File: src/rtl/msel_pkg.sv
package msel_pkg;

    typedef enum logic {
        SHAPE_FIRST  = 1'b0,
        SHAPE_SECOND = 1'b1
    } shape_e;

endpackage

File: src/rtl/msel_loop_filter.sv
module msel_loop_filter
    import msel_pkg::*;
#(
    parameter int     ERR_W = 16,
    parameter int     SUM_W = ERR_W + 2,
    parameter shape_e ORDER = SHAPE_SECOND
) (
    input  logic                    clk,
    input  logic                    rst_n,
    input  logic                    bit_i,
    input  logic signed [SUM_W-1:0] quant_in_i,
    output logic signed [SUM_W-1:0] shaped_o
);

    logic signed [ERR_W-1:0] err_d1_q;
    logic signed [SUM_W-1:0] err_full;
    logic signed [ERR_W-1:0] err_next;
    logic signed [SUM_W-1:0] d1_ext;

    assign d1_ext   = {{2{err_d1_q[ERR_W-1]}}, err_d1_q};
    assign err_full = $signed({{(SUM_W-1){1'b0}}, bit_i}) - quant_in_i;
    assign err_next = err_full[ERR_W-1:0];

    always_ff @(posedge clk or negedge rst_n) begin
        if (!rst_n) begin
            err_d1_q <= '0;
        end else begin
            err_d1_q <= err_next;
        end
    end

    generate
        if (ORDER == SHAPE_SECOND) begin : g_second
            logic signed [ERR_W-1:0] err_d2_q;
            logic signed [SUM_W-1:0] d2_ext;

            assign d2_ext = {{2{err_d2_q[ERR_W-1]}}, err_d2_q};

            always_ff @(posedge clk or negedge rst_n) begin
                if (!rst_n) begin
                    err_d2_q <= '0;
                end else begin
                    err_d2_q <= err_d1_q;
                end
            end

            // Negated filter output: -(2 e(n-1) - e(n-2))
            assign shaped_o = d2_ext - (d1_ext <<< 1);
        end else begin : g_first
            // Negated filter output: -e(n-1)
            assign shaped_o = -d1_ext;
        end
    endgenerate

    // the error computed at full width survives truncation to ERR_W
    p_no_overflow_r8: assert property (@(posedge clk) disable iff (!rst_n)
        err_full == {{2{err_next[ERR_W-1]}}, err_next});

endmodule

File: src/rtl/msel_min_offset.sv
module msel_min_offset #(
    parameter int NUM_EL = 8,
    parameter int SUM_W  = 18
) (
    input  logic signed [SUM_W-1:0] shaped_i [NUM_EL],
    output logic signed [SUM_W-1:0] quant_o  [NUM_EL]
);

    logic signed [SUM_W-1:0] floor_val;

    always_comb begin
        floor_val = shaped_i[0];
        for (int idx = 1; idx < NUM_EL; idx++) begin
            if (shaped_i[idx] < floor_val) begin
                floor_val = shaped_i[idx];
            end
        end
    end

    generate
        for (genvar g = 0; g < NUM_EL; g++) begin : g_sub
            assign quant_o[g] = shaped_i[g] - floor_val;
        end
    endgenerate

endmodule

File: src/rtl/msel_topk_select.sv
module msel_topk_select #(
    parameter int NUM_EL = 8,
    parameter int SUM_W  = 18,
    parameter int LVL_W  = $clog2(NUM_EL + 1)
) (
    input  logic                    clk,
    input  logic                    rst_n,
    input  logic signed [SUM_W-1:0] quant_i [NUM_EL],
    input  logic [LVL_W-1:0]        count_i,
    output logic [NUM_EL-1:0]       pick_o
);

    generate
        for (genvar gi = 0; gi < NUM_EL; gi++) begin : g_rank
            logic [LVL_W-1:0] ahead;

            always_comb begin
                ahead = '0;
                for (int j = 0; j < NUM_EL; j++) begin
                    if (j != gi) begin
                        if ((quant_i[j] > quant_i[gi]) ||
                            ((quant_i[j] == quant_i[gi]) && (j < gi))) begin
                            ahead = ahead + LVL_W'(1);
                        end
                    end
                end
            end

            assign pick_o[gi] = (ahead < count_i);
        end
    endgenerate

    // a picked loop never has a smaller input than an unpicked one
    generate
        for (genvar a = 0; a < NUM_EL; a++) begin : g_chk_a
            for (genvar b = 0; b < NUM_EL; b++) begin : g_chk_b
                if (a != b) begin : g_pair
                    p_order_r4: assert property (@(posedge clk) disable iff (!rst_n)
                        (pick_o[a] && !pick_o[b]) |-> (quant_i[a] >= quant_i[b]));
                end
            end
        end
    endgenerate

endmodule

File: src/rtl/vec_mm_selector.sv
module vec_mm_selector
    import msel_pkg::*;
#(
    parameter int     NUM_EL = 8,
    parameter int     ERR_W  = 16,
    parameter shape_e ORDER  = SHAPE_SECOND,
    parameter int     LVL_W  = $clog2(NUM_EL + 1)
) (
    input  logic              clk,
    input  logic              rst_n,
    input  logic [LVL_W-1:0]  level_i,
    output logic [NUM_EL-1:0] enable_o
);

    localparam int SUM_W = ERR_W + 2;
    localparam logic [LVL_W-1:0] FULL_LVL = LVL_W'(NUM_EL);

    logic [LVL_W-1:0]        level_sat;
    logic signed [SUM_W-1:0] shaped [NUM_EL];
    logic signed [SUM_W-1:0] quant  [NUM_EL];
    logic [NUM_EL-1:0]       pick;
    logic [NUM_EL-1:0]       zero_hit;
    logic                    live_q;

    assign level_sat = (level_i > FULL_LVL) ? FULL_LVL : level_i;

    generate
        for (genvar g = 0; g < NUM_EL; g++) begin : g_loop
            msel_loop_filter #(
                .ERR_W (ERR_W),
                .SUM_W (SUM_W),
                .ORDER (ORDER)
            ) i_loop (
                .clk        (clk),
                .rst_n      (rst_n),
                .bit_i      (pick[g]),
                .quant_in_i (quant[g]),
                .shaped_o   (shaped[g])
            );
            assign zero_hit[g] = (quant[g] == '0);
        end
    endgenerate

    msel_min_offset #(
        .NUM_EL (NUM_EL),
        .SUM_W  (SUM_W)
    ) i_offset (
        .shaped_i (shaped),
        .quant_o  (quant)
    );

    msel_topk_select #(
        .NUM_EL (NUM_EL),
        .SUM_W  (SUM_W),
        .LVL_W  (LVL_W)
    ) i_select (
        .clk     (clk),
        .rst_n   (rst_n),
        .quant_i (quant),
        .count_i (level_sat),
        .pick_o  (pick)
    );

    always_ff @(posedge clk or negedge rst_n) begin
        if (!rst_n) begin
            enable_o <= '0;
            live_q   <= 1'b0;
        end else begin
            enable_o <= pick;
            live_q   <= 1'b1;
        end
    end

    // reset forces the outputs to zero
    p_rst_clear_r1: assert property (@(posedge clk)
        !rst_n |=> (enable_o == '0));

    // population of the output equals the clamped level of the prior edge
    p_popcount_r2: assert property (@(posedge clk) disable iff (!rst_n)
        live_q |-> ($countones(enable_o) ==
                    (($past(level_i) > FULL_LVL) ? NUM_EL : int'($past(level_i)))));

    // the extreme levels give empty and full vectors
    p_empty_r7: assert property (@(posedge clk) disable iff (!rst_n)
        (live_q && $past(level_i) == '0) |-> (enable_o == '0));
    p_full_r7: assert property (@(posedge clk) disable iff (!rst_n)
        (live_q && $past(level_i) >= FULL_LVL) |-> (&enable_o));

    // after the offset, at least one quantizer input is zero
    p_min_zero_r9: assert property (@(posedge clk) disable iff (!rst_n)
        |zero_hit);

endmodule

File: config.mk
export PLATFORM = sky130hd
export DESIGN_NAME = vec_mm_selector
export DESIGN_NICKNAME = d
export VERILOG_FILES = /design/src/rtl/msel_pkg.sv /design/src/rtl/msel_loop_filter.sv /design/src/rtl/msel_min_offset.sv /design/src/rtl/msel_topk_select.sv /design/src/rtl/vec_mm_selector.sv
export SDC_FILE = /design/constraint.sdc
export NUM_CORES = 2
export LEC_CHECK = 0
export BUFFER_PORTS_ARGS = -buffer_cell sky130_fd_sc_hd__buf_4
export CORE_MARGIN = 2
export CORE_UTILIZATION = 61
export DETAILED_ROUTE_END_ITERATION = 8
export MAX_ROUTING_LAYER = met4
export PLACE_DENSITY = 0.86
export SKIP_CTS_REPAIR_TIMING = 1
export SLEW_MARGIN = 15
export SYNTH_ARGS = -nofsm -noshare
export SYNTH_HDL_FRONTEND = slang
export SYNTH_SLANG_ARGS = --single-unit
File: constraint.sdc
create_clock -name clk -period 45.9 [get_ports clk]
set_clock_uncertainty 0.1 [all_clocks]
set_input_delay 13.77 -clock clk [delete_from_list [all_inputs] [get_ports clk]]
set_output_delay 13.77 -clock clk [all_outputs]
set_load 0.01 [all_outputs]
# Yosys cells after proc, flatten, opt, wreduce, memory -nomap -nowiden
# Cells that the tools add are included.
# classes
addsub	72
order_cmp	72
eq_ne	28
mux	64
n_reduce_logical	28
# ops
operator	n
$gt A18 B18 Y1	56
$eq A18 B18 Y1	28
$mux W4	49
$add A4 B1 Y4 const B	48
$sub A16 B17 Y18	8
$sub A18 B18 Y18	8
$sub A2 B16 Y16	8
$lt A18 B18 Y1	7
$mux W18	7
$lt A4 B4 Y1	8
$logic_or A1 B1 Y1	28
$mux W1	8
$gt A4 B4 Y1 const B	1
# word_totals
register_bits	264
inputBits	6
out_inout_bits	8
word_cells	281

# Logic depth before layout (Yosys ltp)
# logic_depth
ltp_word	33
depth_mapped	176
mapped_depth_nobuf	161

# Hierarchy
# A second synthesis with hierarchy kept.
# unflattened
cells_unflattened	5026
hier_area_um2	41592.4
# by_module_without_submodules
module	n_inst	cells_per_inst	area_each_um2	seq_area_each_um2
msel_topk_select	1	2000	15864.0	0.0
msel_min_offset	1	1450	10110.9	0.0
msel_loop_filter (g_loop[4].i_loop ...)	4	196	1940.6	800.8
msel_loop_filter (g_loop[0].i_loop ...)	4	195	1908.1	800.8
vec_mm_selector	1	12	222.7	200.2

# Worst setup path after synthesis
# Ideal clock, no wire load.
# synth_path
path_type	register to register
from	reg g_loop[0].i_loop.err_d1_q[0]
to	reg g_loop[6].i_loop.err_d1_q[14]
setup_ps	82
arrival_ps	30904
path_slack_ps	14814
path_stages_with_launch	161
synth_period_minus_slack_ps	31086
path_cell_list	dfrtp_1 -> ha_1 -> fa_1 -> nand2b_1 -> a21oi_1 -> o2111ai_1 -> a21boi_1 -> o21ai_0 -> nand2b_1 -> nand2_1 -> a31oi_1 -> ha_1 -> and4_1 -> clkbuf_1 -> nor2_1 -> a221oi_2 -> a311oi_1 -> a21oi_2 -> [125 not listed] -> ha_1 -> nand2b_1 -> xnor2_1 -> xnor2_1 -> ha_1 -> or2_2 -> a21oi_1 -> a21oi_1 -> ha_1 -> inv_1 -> ha_1 -> nand2b_1 -> or4_1 -> or3_1 -> nor3_1 -> or3b_2 -> nor3_1 -> xnor2_1
# synth_via
elab_chain_len	33
word_cells_on_any_way	57
cone_classes	16 x add/sub; 15 x order compare; 6 x eq/ne; 14 x mux; 6 x reduce/logical
# synth_rtl
element	line	rtl
start: declaration	msel_loop_filter.sv:15	logic signed [ERR_W-1:0] err_d1_q;
start signal: assignment	msel_loop_filter.sv:28	err_d1_q <= err_next;
$sub A16 B17 Y18 *	msel_loop_filter.sv:48	assign shaped_o = d2_ext - (d1_ext <<< 1);
$lt A18 B18 Y1	msel_min_offset.sv:14	if (shaped_i[idx] < floor_val) begin
$mux W18	msel_min_offset.sv:14	
$lt A18 B18 Y1	msel_min_offset.sv:14	
$mux W18	msel_min_offset.sv:14	
$lt A18 B18 Y1	msel_min_offset.sv:14	
$mux W18	msel_min_offset.sv:14	
$lt A18 B18 Y1	msel_min_offset.sv:14	
[18 not listed]	-	
$mux W4	msel_topk_select.sv:21	if ((quant_i[j] > quant_i[gi]) ||
$add A4 B1 Y4	msel_topk_select.sv:23	ahead = ahead + LVL_W'(1);
$mux W4	msel_topk_select.sv:21	
$add A4 B1 Y4	msel_topk_select.sv:23	
$mux W4	msel_topk_select.sv:21	
$lt A4 B4 Y1	msel_topk_select.sv:29	assign pick_o[gi] = (ahead < count_i);
$sub A2 B16 Y16 *	msel_loop_filter.sv:21	assign err_full = $signed({{(SUM_W-1){1'b0}}, bit_i}) - quant_in_i;
net g_loop[6].i_loop.err_full[14]	msel_loop_filter.sv:16	logic signed [SUM_W-1:0] err_full;
end signal: assignment	msel_loop_filter.sv:28	
end: declaration	msel_loop_filter.sv:15	
# The timed path passes the listed nets; every way through them passes the cells marked *.

# Worst setup path after layout
# layout_path
from	reg g_loop[0].i_loop.g_second.err_d2_q[1]
to	reg g_loop[7].i_loop.err_d1_q[14]
# layout_via
elab_chain_len	33
word_cells_on_any_way	59
cone_classes	16 x add/sub; 15 x order compare; 7 x eq/ne; 14 x mux; 7 x reduce/logical
# layout_rtl
element	line	rtl
start: declaration	msel_loop_filter.sv:34	logic signed [ERR_W-1:0] err_d2_q;
start signal: assignment	msel_loop_filter.sv:43	err_d2_q <= err_d1_q;
$sub A16 B17 Y18 *	msel_loop_filter.sv:48	
$lt A18 B18 Y1	msel_min_offset.sv:14	
$mux W18	msel_min_offset.sv:14	
$lt A18 B18 Y1	msel_min_offset.sv:14	
$mux W18	msel_min_offset.sv:14	
$lt A18 B18 Y1	msel_min_offset.sv:14	
$mux W18	msel_min_offset.sv:14	
$lt A18 B18 Y1	msel_min_offset.sv:14	
[18 not listed]	-	
$mux W4	msel_topk_select.sv:21	
$add A4 B1 Y4	msel_topk_select.sv:23	
$mux W4	msel_topk_select.sv:21	
$add A4 B1 Y4	msel_topk_select.sv:23	
$mux W4	msel_topk_select.sv:21	
$lt A4 B4 Y1	msel_topk_select.sv:29	
$sub A2 B16 Y16 *	msel_loop_filter.sv:21	
net g_loop[7].i_loop.err_full[14]	msel_loop_filter.sv:16	
end signal: assignment	msel_loop_filter.sv:28	
end: declaration	msel_loop_filter.sv:15	
# Marks and branches as above.

==> summary.txt <==
Run status
  – Status: finished clean

Synth
  – Avg Cell Area, Syn: 8.18 um^2
  – Sequential cell area fraction in the yosys report: 15.8%
  – Cells after synthesis: 5126
  – Mapped Area: 41900 um^2
  – Top FF cell, synth: dfrtp_1
  – Post-synth EDFFs: 0
  – Unique masters post-synth: 127
  – Fraction of registers with async set or reset after synthesis: 100%
  – Mapped Nets: 5953
  – Synth warnings: 0
  – #FFs+latches synth: 264

Finish
  – Most common cell after layout, fill and taps aside: ha_1
  – Synth-to-layout area growth: 7.88%
  – Utilization after layout: 66.2%
  – NumNets Final: 6053
  – Final Instance Area: 45200 um^2
  – Layout cells sized above 1: 7.48%
  – Most frequent cells in the layout: 805 x ha_1, 488 x inv_1, 361 x a21oi_1

STA
  – RSZ-0062 raised after global routing: no
  – Worst slew margin: 15.8%
  – Hold Fails Final Rpt: 0
  – Final setup vio count: 0
  – Slew Limit Fails: 0
  – Fin Setup TNS: 0 ns
  – Crit path time final: 36.83 ns
  – Final worst slack: 9.07 ns
  – Period utilisation layout: 80.2%
  – Worst Tran Pin Value: 1.26 ns
  – Fmax achieved: 27.2 MHz

Global route
  – Largest net degree at the start of global routing: 94
  – All-Layer GR Usage: 48.6%
  – Initial antenna violation count: 7
  – Vias in the first global route: 40600
  – Most Crowded Layer GR: met2
  – Gr ovfl total: 0
  – Grt met1 use: 57.6%
  – Met2 capacity usage during global routing: 66.2%
  – First-pass GRT wire length: 249 mm
  – Met3 Use GR: 17.4%

Setup path
  – Worst-case reg-to-reg path depth: 148
  – CP Launch Point: g_loop[0].i_loop.g_second.err_d2_q[1]
  – Most Frequent Cell on Critical Path: a21oi_1
  – Worst Setup Start Kind: register
  – Slowest stage delay, CP: 0.93 ns
  – Worst Path Required: 46.28 ns
  – Crit Reg-Reg Endpoint: g_loop[7].i_loop.err_d1_q[14]
  – Critical Path Slowest Stage Cell: a21oi_2
  – Worst R2R Setup Slack: 9.07 ns
  – WP data arrival: 37.21 ns
  – Worst r2r src: g_loop[0].i_loop.g_second.err_d2_q[1]
  – Kind of critical path: register to register
  – Endpoint type of the worst setup path: register
  – Crit-path max FO: 28

Route
  – DRC: 0
  – DRT Wirelength: 170 mm
  – DR WL/cell: 27.7 um
  – Initial DRC Count: 5930
  – DR vias/cell: 6.97
  – DR pass1 iterations: 8
  – Post-DRT Antenna Nets: 0
  – Routed vias: 42800

Hold path
  – Worst Hold End: g_loop[7].i_loop.g_second.err_d2_q[15]
  – HP Class: register to register
  – HP Start: g_loop[7].i_loop.err_d1_q[15]
  – Worst hold stages: 0

Placement
  – Setup Slack @ Placement: 10.60 ns
  – Placed cell areas: 43900 um^2
  – Placed wire-length estimate: 133 mm
  – PortBufs: 13
  – Placer Congestion: 1.14

Clocking
  – CTS tree: yes
  – Root buffer cell: clkbuf_16
  – Clk Latency, worst-skew pair: 0.60 ns
  – Worst-path clk slew: 0.07 ns
  – Cts bufs inserted: 35
  – Clock buffer depth: 3
  – Clock sinks: 264
  – # H-tree levels: 2

Run
  – Max_cap viols: 0

Floorplanning
  – Num ports: 14
  – Die Area: 70800 um^2
  – Die height: 266 um
  – # rows: 96
  – Starting Density: 61.3%
  – Core area: 68300 um^2
  – Die W: 266 um
## per-stage QoR
step | std cells | hold slack (ns)
global route | 6140 | 0.256
global placement | 6070 | 0.256
floorplan | 5126 | 0.254
CTS | 6133 | 0.252
finish | 6147 | 0.250
detailed placement | 6070 | 0.259
## how the worst max path moves through the flow
stage / end / slack (ns) / cells after the start
after CTS: g_loop[6].i_loop.err_d1_q[14] / 10.43 / 149
after global routing: g_loop[6].i_loop.err_d1_q[14] / 6.73 / 152
after global placement: g_loop[6].i_loop.err_d1_q[14] / 11.30 / 148
after floorplan: g_loop[6].i_loop.err_d1_q[14] / 14.81 / 160
after detailed placement: g_loop[6].i_loop.err_d1_q[14] / 10.60 / 149
final: g_loop[7].i_loop.err_d1_q[14] / 9.07 / 148
## sequential cells by signal (all words and copies together), names as in the netlist
register / flops
g_loop.i_loop.g_second.err_d2_q: 128
enable_o: 8
g_loop.i_loop.err_d1_q: 128
## synth_stat cells (13+ instances only)
library cell / count / area share [%]
nor2_1: 307 / 2.7
or2_2: 27 / 0.40
o22ai_1: 16 / 0.24
o211ai_1: 46 / 0.82
nor3b_1: 13 / 0.23
or3_1: 31 / 0.46
a221oi_1: 14 / 0.29
dfrtp_1: 264 / 16
o21a_1: 39 / 0.70
nor4_1: 45 / 0.67
nand3_1: 111 / 1.3
maj3_1: 37 / 0.88
o211a_1: 13 / 0.31
fa_1: 16 / 0.76
o21bai_1: 40 / 0.72
and4_1: 15 / 0.31
ha_1: 805 / 24
o21ai_1: 15 / 0.18
o221ai_1: 22 / 0.46
xnor2_1: 341 / 7.1
nand2_1: 274 / 2.5
a21o_1: 178 / 3.2
a21oi_1: 365 / 4.4
clkbuf_1: 61 / 0.55
o31ai_1: 18 / 0.32
buf_2: 32 / 0.38
nor3_1: 120 / 1.4
and3_1: 38 / 0.57
mux2i_1: 44 / 1.1
nor2b_1: 119 / 1.8
a31oi_1: 39 / 0.58
a211oi_1: 37 / 0.66
and2_1: 32 / 0.48
a21boi_0: 33 / 0.59
nand2b_1: 139 / 2.1
o2111ai_1: 17 / 0.36
mux2_2: 19 / 0.51
o21ai_0: 278 / 3.3
xor2_1: 157 / 3.3
inv_1: 488 / 4.4
nand4_1: 107 / 1.6
a2111oi_0: 13 / 0.27
## final cells by class
type                    instances  area [um^2]
diodes                         13         32.5
clock buffers                  45          985
clock inverters                18          275
fillers                      5626        23100
inverters                     506         1900
multi-input cells            4250        33100
flip-flops and latches        264         6610
well taps                     882         1100
repair buffers                169         1280
## routing by layer
layer	vias to the layer above	part of all wire, %
li1	18800	-
met1	19900	36
met2	3054	38
met3	1107	15
met4	0	10
met5	-	0
## cells by family after synthesis
kind of cell             Yosys count  synth area share [%]
AND/OR/NAND/NOR                 1439                  17.8
buffers and inverters            612                  5.67
flip-flops                       264                  15.8
XOR/XNOR                         520                  11.4
adder cells (fa/ha/maj)          862                  25.8
multiplexers                      66                  1.65
AO/OA/AOI/OAI                   1363                  21.9
## critical path, delay by kind of cell, from the launching register on
family / cells / cell delay (ns)
AO/OA/AOI/OAI: 74 / 16.70
AND/OR/NAND/NOR: 39 / 9.70
adder cells (fa/ha/maj): 18 / 5.65
buffers and inverters: 10 / 1.83
XOR/XNOR: 5 / 1.40
multiplexers: 2 / 0.94
flip-flops: 1 / 0.35
Power is not shown: default switching activity piles up to over one toggle a cycle in this logic, so the estimate is an artifact.
